[config.mk]
export PLATFORM = sky130hd
export DESIGN_NAME = gfx_wmask_top
export DESIGN_NICKNAME = d
export VERILOG_FILES = /design/src/rtl/gfx_wm_pkg.sv /design/src/rtl/gfx_wm_regs.sv /design/src/rtl/gfx_wm_lane.sv /design/src/rtl/gfx_wmask_top.sv
export SDC_FILE = /design/constraint.sdc
export NUM_CORES = 1
export LEC_CHECK = 0
export ABC_AREA = 1
export ABC_CLOCK_PERIOD_IN_PS = 6800
export CAP_MARGIN = 20
export CORE_AREA = 2 2 164 166
export DETAILED_ROUTE_END_ITERATION = 8
export DIE_AREA = 0 0 166 168
export GPL_TIMING_DRIVEN = 0
export SLEW_MARGIN = 20
export SYNTH_ARGS = -nofsm -noshare
export SYNTH_HDL_FRONTEND = slang
export SYNTH_HIERARCHICAL = 1
export SYNTH_SLANG_ARGS = --single-unit
[constraint.sdc]
create_clock -name clk -period 6.8 [get_ports clk]
set_input_delay 1.36 -clock clk [delete_from_list [all_inputs] [get_ports clk]]
set_output_delay 1.36 -clock clk [all_outputs]
set_load 0.05 [all_outputs]
[src/rtl/gfx_wm_pkg.sv]
package gfx_wm_pkg;
  parameter int unsigned DQ_W     = 32;
  parameter int unsigned BYTE_W   = 8;
  parameter int unsigned NBYTES   = DQ_W / BYTE_W;
  parameter int unsigned BLK_COLS = 8;

  typedef enum logic [1:0] {
    CMD_IDLE   = 2'd0,
    CMD_LDSPEC = 2'd1,
    CMD_WRITE  = 2'd2,
    CMD_BLKWR  = 2'd3
  } cmd_e;

  // Widen one flag per byte to a full-width bit vector.
  function automatic logic [DQ_W-1:0] byte_expand(input logic [NBYTES-1:0] sel);
    logic [DQ_W-1:0] r;
    for (int b = 0; b < NBYTES; b++) r[b*BYTE_W +: BYTE_W] = {BYTE_W{sel[b]}};
    return r;
  endfunction

  // Byte gates of one block-write column: DQ bit BLK_COLS*b + col.
  function automatic logic [NBYTES-1:0] col_bytes(input logic [DQ_W-1:0] dq,
                                                  input int unsigned col);
    logic [NBYTES-1:0] r;
    for (int b = 0; b < NBYTES; b++) r[b] = dq[b*BLK_COLS + col];
    return r;
  endfunction
endpackage

[src/rtl/gfx_wm_regs.sv]
module gfx_wm_regs
  import gfx_wm_pkg::*;
#(
  parameter int unsigned ADDR_W    = 9,
  parameter int unsigned MASK_SEL  = 5,
  parameter int unsigned COLOR_SEL = 6
) (
  input  logic              clk,
  input  logic              rst_n,
  input  logic              ld_cmd,
  input  logic [ADDR_W-1:0] addr,
  input  logic [DQ_W-1:0]   dq,
  output logic [DQ_W-1:0]   mask_q,
  output logic [DQ_W-1:0]   color_q,
  output logic              ld_mask,
  output logic              ld_color
);
  localparam logic [ADDR_W-1:0] MASK_PAT  = ADDR_W'(1) << MASK_SEL;
  localparam logic [ADDR_W-1:0] COLOR_PAT = ADDR_W'(1) << COLOR_SEL;

  assign ld_mask  = ld_cmd && (addr == MASK_PAT);
  assign ld_color = ld_cmd && (addr == COLOR_PAT);

  always_ff @(posedge clk or negedge rst_n) begin
    if (!rst_n) begin
      mask_q  <= '0;
      color_q <= '0;
    end else begin
      if (ld_mask)  mask_q  <= dq;
      if (ld_color) color_q <= dq;
    end
  end


  mask_load_chk: assert property (@(posedge clk) disable iff (!rst_n)
    ld_mask |=> mask_q == $past(dq));

  color_load_chk: assert property (@(posedge clk) disable iff (!rst_n)
    ld_color |=> color_q == $past(dq));

  mask_hold_chk: assert property (@(posedge clk) disable iff (!rst_n)
    !ld_mask |=> $stable(mask_q));

  color_hold_chk: assert property (@(posedge clk) disable iff (!rst_n)
    !ld_color |=> $stable(color_q));

  one_load_chk: assert property (@(posedge clk) disable iff (!rst_n)
    !(ld_mask && ld_color));
endmodule

[src/rtl/gfx_wm_lane.sv]
module gfx_wm_lane
  import gfx_wm_pkg::*;
(
  input  logic              enable,
  input  logic              wpb,
  input  logic [DQ_W-1:0]   mask_q,
  input  logic [NBYTES-1:0] dqm,
  input  logic [NBYTES-1:0] byte_gate,
  output logic [DQ_W-1:0]   bit_en
);
  logic [DQ_W-1:0] wpb_layer;
  logic [DQ_W-1:0] byte_layer;

  always_comb begin
    wpb_layer  = wpb ? mask_q : '1;
    byte_layer = byte_expand(~dqm & byte_gate);
    bit_en     = enable ? (wpb_layer & byte_layer) : '0;
  end
endmodule

[src/rtl/gfx_wmask_top.sv]
module gfx_wmask_top
  import gfx_wm_pkg::*;
#(
  parameter int unsigned ADDR_W    = 9,
  parameter int unsigned MASK_SEL  = 5,
  parameter int unsigned COLOR_SEL = 6,
  localparam int unsigned COL_LSB  = $clog2(BLK_COLS),
  localparam int unsigned BASE_W   = ADDR_W - COL_LSB
) (
  input  logic                     clk,
  input  logic                     rst_n,
  input  logic [1:0]               cmd_i,
  input  logic [ADDR_W-1:0]        addr_i,
  input  logic [DQ_W-1:0]          dq_i,
  input  logic [NBYTES-1:0]        dqm_i,
  input  logic                     wpb_i,
  output logic                     wr_valid_o,
  output logic [DQ_W-1:0]          wr_bit_en_o,
  output logic [DQ_W-1:0]          wr_data_o,
  output logic                     blk_valid_o,
  output logic [BASE_W-1:0]        blk_base_o,
  output logic [BLK_COLS-1:0]      blk_col_en_o,
  output logic [BLK_COLS*DQ_W-1:0] blk_bit_en_o,
  output logic [DQ_W-1:0]          blk_data_o
);
  cmd_e            cmd;
  logic            is_load, is_write, is_blk;
  logic [DQ_W-1:0] mask_q, color_q;
  logic            ld_mask, ld_color;

  assign cmd      = cmd_e'(cmd_i);
  assign is_load  = (cmd == CMD_LDSPEC);
  assign is_write = (cmd == CMD_WRITE);
  assign is_blk   = (cmd == CMD_BLKWR);

  gfx_wm_regs #(.ADDR_W(ADDR_W), .MASK_SEL(MASK_SEL), .COLOR_SEL(COLOR_SEL)) u_regs (
    .clk(clk), .rst_n(rst_n), .ld_cmd(is_load), .addr(addr_i), .dq(dq_i),
    .mask_q(mask_q), .color_q(color_q), .ld_mask(ld_mask), .ld_color(ld_color)
  );

  gfx_wm_lane u_wr_lane (
    .enable(is_write), .wpb(wpb_i), .mask_q(mask_q), .dqm(dqm_i),
    .byte_gate('1), .bit_en(wr_bit_en_o)
  );

  assign wr_valid_o = is_write;
  assign wr_data_o  = dq_i;

  for (genvar c = 0; c < BLK_COLS; c++) begin : g_col
    logic [DQ_W-1:0] col_en;
    gfx_wm_lane u_blk_lane (
      .enable(is_blk), .wpb(wpb_i), .mask_q(mask_q), .dqm(dqm_i),
      .byte_gate(col_bytes(dq_i, c)), .bit_en(col_en)
    );
    assign blk_bit_en_o[c*DQ_W +: DQ_W] = col_en;
    assign blk_col_en_o[c]              = |col_en;
  end

  assign blk_valid_o = is_blk;
  assign blk_base_o  = is_blk ? addr_i[ADDR_W-1:COL_LSB] : '0;
  assign blk_data_o  = is_blk ? color_q : '0;


  wr_idle_chk: assert property (@(posedge clk) disable iff (!rst_n)
    !wr_valid_o |-> wr_bit_en_o == '0);

  blk_idle_chk: assert property (@(posedge clk) disable iff (!rst_n)
    !blk_valid_o |-> (blk_col_en_o == '0 && blk_bit_en_o == '0));

  dqm_gate_chk: assert property (@(posedge clk) disable iff (!rst_n)
    (wr_bit_en_o & byte_expand(dqm_i)) == '0);

  wpb_mask_chk: assert property (@(posedge clk) disable iff (!rst_n)
    (wr_valid_o && wpb_i) |-> (wr_bit_en_o & ~mask_q) == '0);

  blk_color_chk: assert property (@(posedge clk) disable iff (!rst_n)
    blk_valid_o |-> blk_data_o == color_q);

  blk_dqm_chk: assert property (@(posedge clk) disable iff (!rst_n)
    (blk_bit_en_o[DQ_W-1:0] & byte_expand(dqm_i)) == '0);
endmodule

== Word-level counts from Yosys, hierarchy flattened ==
Cells that the tools add are included.

* Register bits after elaboration: 64
* Bits in latches: 0
* Bits in writable memories: 0
* Bits in read-only memories: 0
* Input bits: 50
* Output and inout port bits: 368
* Logic and storage cells: 47
* Memories: 0

* $add $sub $neg: 0
* Multipliers: 0
* Divide/modulo/power cells: 0
* Order comparisons: 0
* Equality and inequality tests: 5
* Shift-type cells: 0
* Multiplexer cells: 12
* Bitwise gates (word level): 18
* Reduce and logical (&&, ||, !) cells: 10

{| class="wikitable"
|+ Operators by type and width
! operator !! count
|-
| two-way mux 32 bit || 11
|-
| bitwise AND 32 bit || 9
|-
| OR reduction 32 bit || 8
|-
| bitwise AND 4 bit || 8
|-
| equality test 9 x 6 -> 1 bit (second input constant) || 1
|-
| equality test 9 x 7 -> 1 bit (second input constant) || 1
|-
| two-way mux 6 bit || 1
|-
| equality test 2 bit (second input constant) || 2
|-
| NOT 4 bit || 1
|-
| equality test 2 x 1 -> 1 bit (second input constant) || 1
|-
| logical AND 1 bit || 2
|}

== Logic depth before layout (Yosys ltp) ==
* Depth after elaboration: 5
* Gate-level depth with buffers: 12
* Depth with buffers taken out: 10

== Hierarchy ==
The synthesis kept the hierarchy.

{| class="wikitable"
|+ Modules (own cells, without submodules)
! module !! instances !! cells each !! area each (um2) !! seq. area each (um2)
|-
| gfx_wm_lane || 9 || 76 || 294.0 || 0.0
|-
| gfx_wm_regs || 1 || 292 || 2,625.0 || 1,601.5
|-
| gfx_wmask_top || 1 || 479 || 2,072.0 || 0.0
|}

== Worst setup path before layout ==
OpenSTA, ideal clock, no wires.

* Kind: input to output
* Start point: input port cmd_i[0]
* End point: output port blk_col_en_o[0]
* Arrival time: 4,335 ps
* Data required time: 5,440 ps
* Slack: 1,105 ps
* Cell stages on the path: 11
* Buffers on the path: 2
* Cell sequence: nand2_1 buf_6 buf_12 inv_1 nand3_1 nor2_1 nor2_1 and2_1 nand2_1 nor2_1 nand2_1

* Word-level cells in the longest chain between the ends: 3

{| class="wikitable"
|+ Ends and longest elaborated chain
! item !! RTL line !! source
|-
| start, declared || gfx_wmask_top.sv:12 || <nowiki>input logic [1:0] cmd_i,</nowiki>
|-
| equality test 2 bit || gfx_wmask_top.sv:34 || <nowiki>assign is_blk = (cmd == CMD_BLKWR);</nowiki>
|-
| net blk_valid_o || gfx_wmask_top.sv:20 || <nowiki>output logic blk_valid_o,</nowiki>
|-
| two-way mux 32 bit || gfx_wm_lane.sv:17 || <nowiki>bit_en = enable ? (wpb_layer & byte_layer) : '0;</nowiki>
|-
| net blk_bit_en_o[23] || gfx_wmask_top.sv:23 || <nowiki>output logic [BLK_COLS*DQ_W-1:0] blk_bit_en_o,</nowiki>
|-
| OR reduction 32 bit || gfx_wmask_top.sv:56 || <nowiki>assign blk_col_en_o[c] = |col_en;</nowiki>
|-
| end, declared || gfx_wmask_top.sv:22 || <nowiki>output logic [BLK_COLS-1:0] blk_col_en_o,</nowiki>
|}

The timed path passes the listed nets, and every way through them passes these cells.

== Worst setup path after layout ==
* Start point: input port cmd_i[0]
* End point: output port blk_col_en_o[3]

* Word-level cells in the longest chain between the ends: 3

{| class="wikitable"
|+ Ends and longest elaborated chain
! item !! RTL line
|-
| equality test 2 bit || gfx_wmask_top.sv:34
|-
| two-way mux 32 bit || gfx_wm_lane.sv:17
|-
| OR reduction 32 bit || gfx_wmask_top.sv:56
|}

Every way passes these cells.

==> results.cfg <==
[clock_network]
numCtsBuffers = 9
cts_tree = yes
clock_tree.root_cell = clkbuf_16
worstSkewPairLatency_ps = 330
max-clock-path-buffers = 2
htree_levels = 3
cts_num_sinks = 64
clk_pin_slew_ps = 60
post-cts-setup-buffer-count = 0

[placement]
dp_hpwl_um = 31300
place.detailed.instances = 2215
post-place-ws_ps = 146
gp_congestion = 0.955
port_buffers = 417

[setup_path]
cp_max_fo = 33
crit_type = in2out
reg2reg_from = u_regs/mask_q[28]$_DFFE_PN0P_
critical_path.reg2reg.endpoint = u_regs/mask_q[28]$_DFFE_PN0P_
regToRegSetupSlack_ps = 5780
crit_end_element = output pin
endpoint_required_time_on_the_critical_path_ps = 5440
cp_data_arrival_time_ps = 4960
number_of_cells_traversed_by_the_worst_register_to_register_path = 2
worst_setup_start_kind = primary input

[timing]
tightestPinTransition_ps = 738
skew_ps = 0
post-route-period-util_pct = 92.9
worst_slack_ps = 481
worst_slew_margin_relative_to_its_limit_pct = 50.6
setup_viol = 0
report.final.hold_viol_count = 0
final_max_slew_viol_count = 0
grt_setup_unrepaired = false
final.min_clock_period_ps = 6320
setup_tns_ps = 0
achievable-frequency_mhz = 158

[floorplanning]
coreArea_um2 = 26400
ios = 418
std_cell_rows = 60
die_w_um = 166
dieArea_um2 = 27900
die_h_um = 168
initial_utilization_pct = 27.8

[global_routing]
grt_util_all_layers_pct = 27.1
grt_pass1_vias = 9481
grt.met3_usage_pct = 6.44
global_route.peak_usage_layer = met2
antenna_found_initial = 0
met1_routing_resource_usage_after_global_routing_pct = 32.9
global_route.usage.met2_pct = 48.0
grt_max_degree = 55
first_pass_grt_wire_length_um = 58200
grt_overflow_total = 0

[power_and_ir_drop]
power.internal_uw = 822
netSwitchingPower_uw = 574
seq_power_share_pct = 28.7
power_frac_clock_pct = 31.5
p_comb_share_pct = 39.8
power.total_mw = 1.40
p_sw_share_pct = 41.1
cellLeakagePower_nw = 6.02
maximum_vdd_drop_uv = 122
pwr_density_cell_nw_per_um2 = 114

[route]
ant_nets = 0
route.vias.total = 10100
first_pass_iters = 7
route.detailed.wl_per_inst_um = 17.4
route.detailed.vias_per_inst = 4.52
route.detailed.drc = 0
routed_wirelength_um = 38800
dr.first_iter.drc_count = 749

[flow_run]
max_cap_violations = 0

[synthesis]
netlist_instances = 1453
ys.warnings.count = 6
synth.cell_area_um2 = 7340
synthesis.area_per_instance_um2 = 5.05

[worst_hold_path]
hp-start = u_regs/color_q[24]$_DFFE_PN0P_
hold_path_end = u_regs/color_q[24]$_DFFE_PN0P_
hold_depth = 2
timing.hold.worst.class = reg2reg

[final_layout]
layout_nets = 1935
syn2layout_area_growth_pct = 67.1
drive_above_1_share_pct = 6.46
final_cell_count_no_fill = 2231
fillers = 2830
antenna_cells = 0

[outcome]
outcome = finished clean
[layer usage]
metal | wire length, um | share of wire [%]
met5 | 0 | 0
met2 | 18600 | 48
met3 | 3130 | 8.1
met4 | 1040 | 2.7
met1 | 16000 | 41
[power groups by stage]
| stage | registers (mW) | clock network [mW] | logic, mW |
|---|---|---|---|
| global route | 0.401 | 0.460 | 0.597 |
| detailed placement | 0.407 | 0 | 0.556 |
| finish | 0.401 | 0.440 | 0.556 |
| global placement | 0.407 | 0 | 0.552 |
| CTS | 0.400 | 0.444 | 0.558 |
| floorplan | 0.400 | 0 | 0.349 |
[cell usage in the layout (no fill, tap or decap)]
master           instances
conb_1                   4
buf_4                   33
clkinvlp_4               4
dfrtp_1                 64
and2_1                  16
nor2_1                 721
clkbuf_8                 1
nand4_1                  8
inv_1                  207
inv_2                    9
clkinv_4                 2
clkbuf_16                9
buf_16                   1
buf_6                    8
or2_1                    1
nor2_2                   1
nand2_1                231
clkinv_2                 1
buf_12                   1
nor2_4                  11
clkdlybuf4s50_1        416
buf_2                   41
nand3_1                100
[layout make-up]
type                       instances  area, um2  area share, %
multi-input combinational       1093       4380           35.7
timing repair buffer             418       4200           34.2
sequential                        64       1600           13.1
inverter                         217        818           6.67
buffer                            82        556           4.53
tap                              341        427           3.48
clock buffer                      10        239           1.95
clock inverter                     6       45.0          0.367
[registers in the layout (all words and copies together), names as in the netlist]
name            count
u_regs/color_q     32
u_regs/mask_q      32
[what timing repair did]
item,CTS,global route
hold buffers,0,0
setup endpoints to repair,0,8
resized for setup,0,1
[worst max-delay path by stage]
stage,start,end,slack [ps],depth (start not counted)
after detailed placement,cmd_i[1],blk_col_en_o[3],150,14
after global placement,cmd_i[0],blk_col_en_o[3],190,14
after global routing,cmd_i[0],blk_col_en_o[3],230,14
after floorplan,cmd_i[0],blk_col_en_o[0],1100,11
after CTS,cmd_i[1],blk_col_en_o[3],130,14
final,cmd_i[0],blk_col_en_o[3],480,14
[through the flow]
stage | instance area [um2] | utilization (%) | hold slack (ps)
global route | 12300 | 46.5 | 485
floorplan | 7350 | - | 442
CTS | 12300 | 46.5 | 473
global placement | 11900 | 45.3 | 454
finish | 12300 | 46.5 | 470
detailed placement | 12000 | 45.4 | 458
[worst max-delay path: stages]
cell and delay (ps):
clkdlybuf4s50_1 430, nand2_1 140, buf_6 170, buf_12 180, clkinvlp_4 540, nand3_1 530, nor2_1 150, inv_1 80
nand2_1 50, nor2_1 90, nand2_1 100, nor2_1 220, nand2_1 130, clkdlybuf4s50_1 740
No activity file was read; power rests on OpenSTA's default activity.
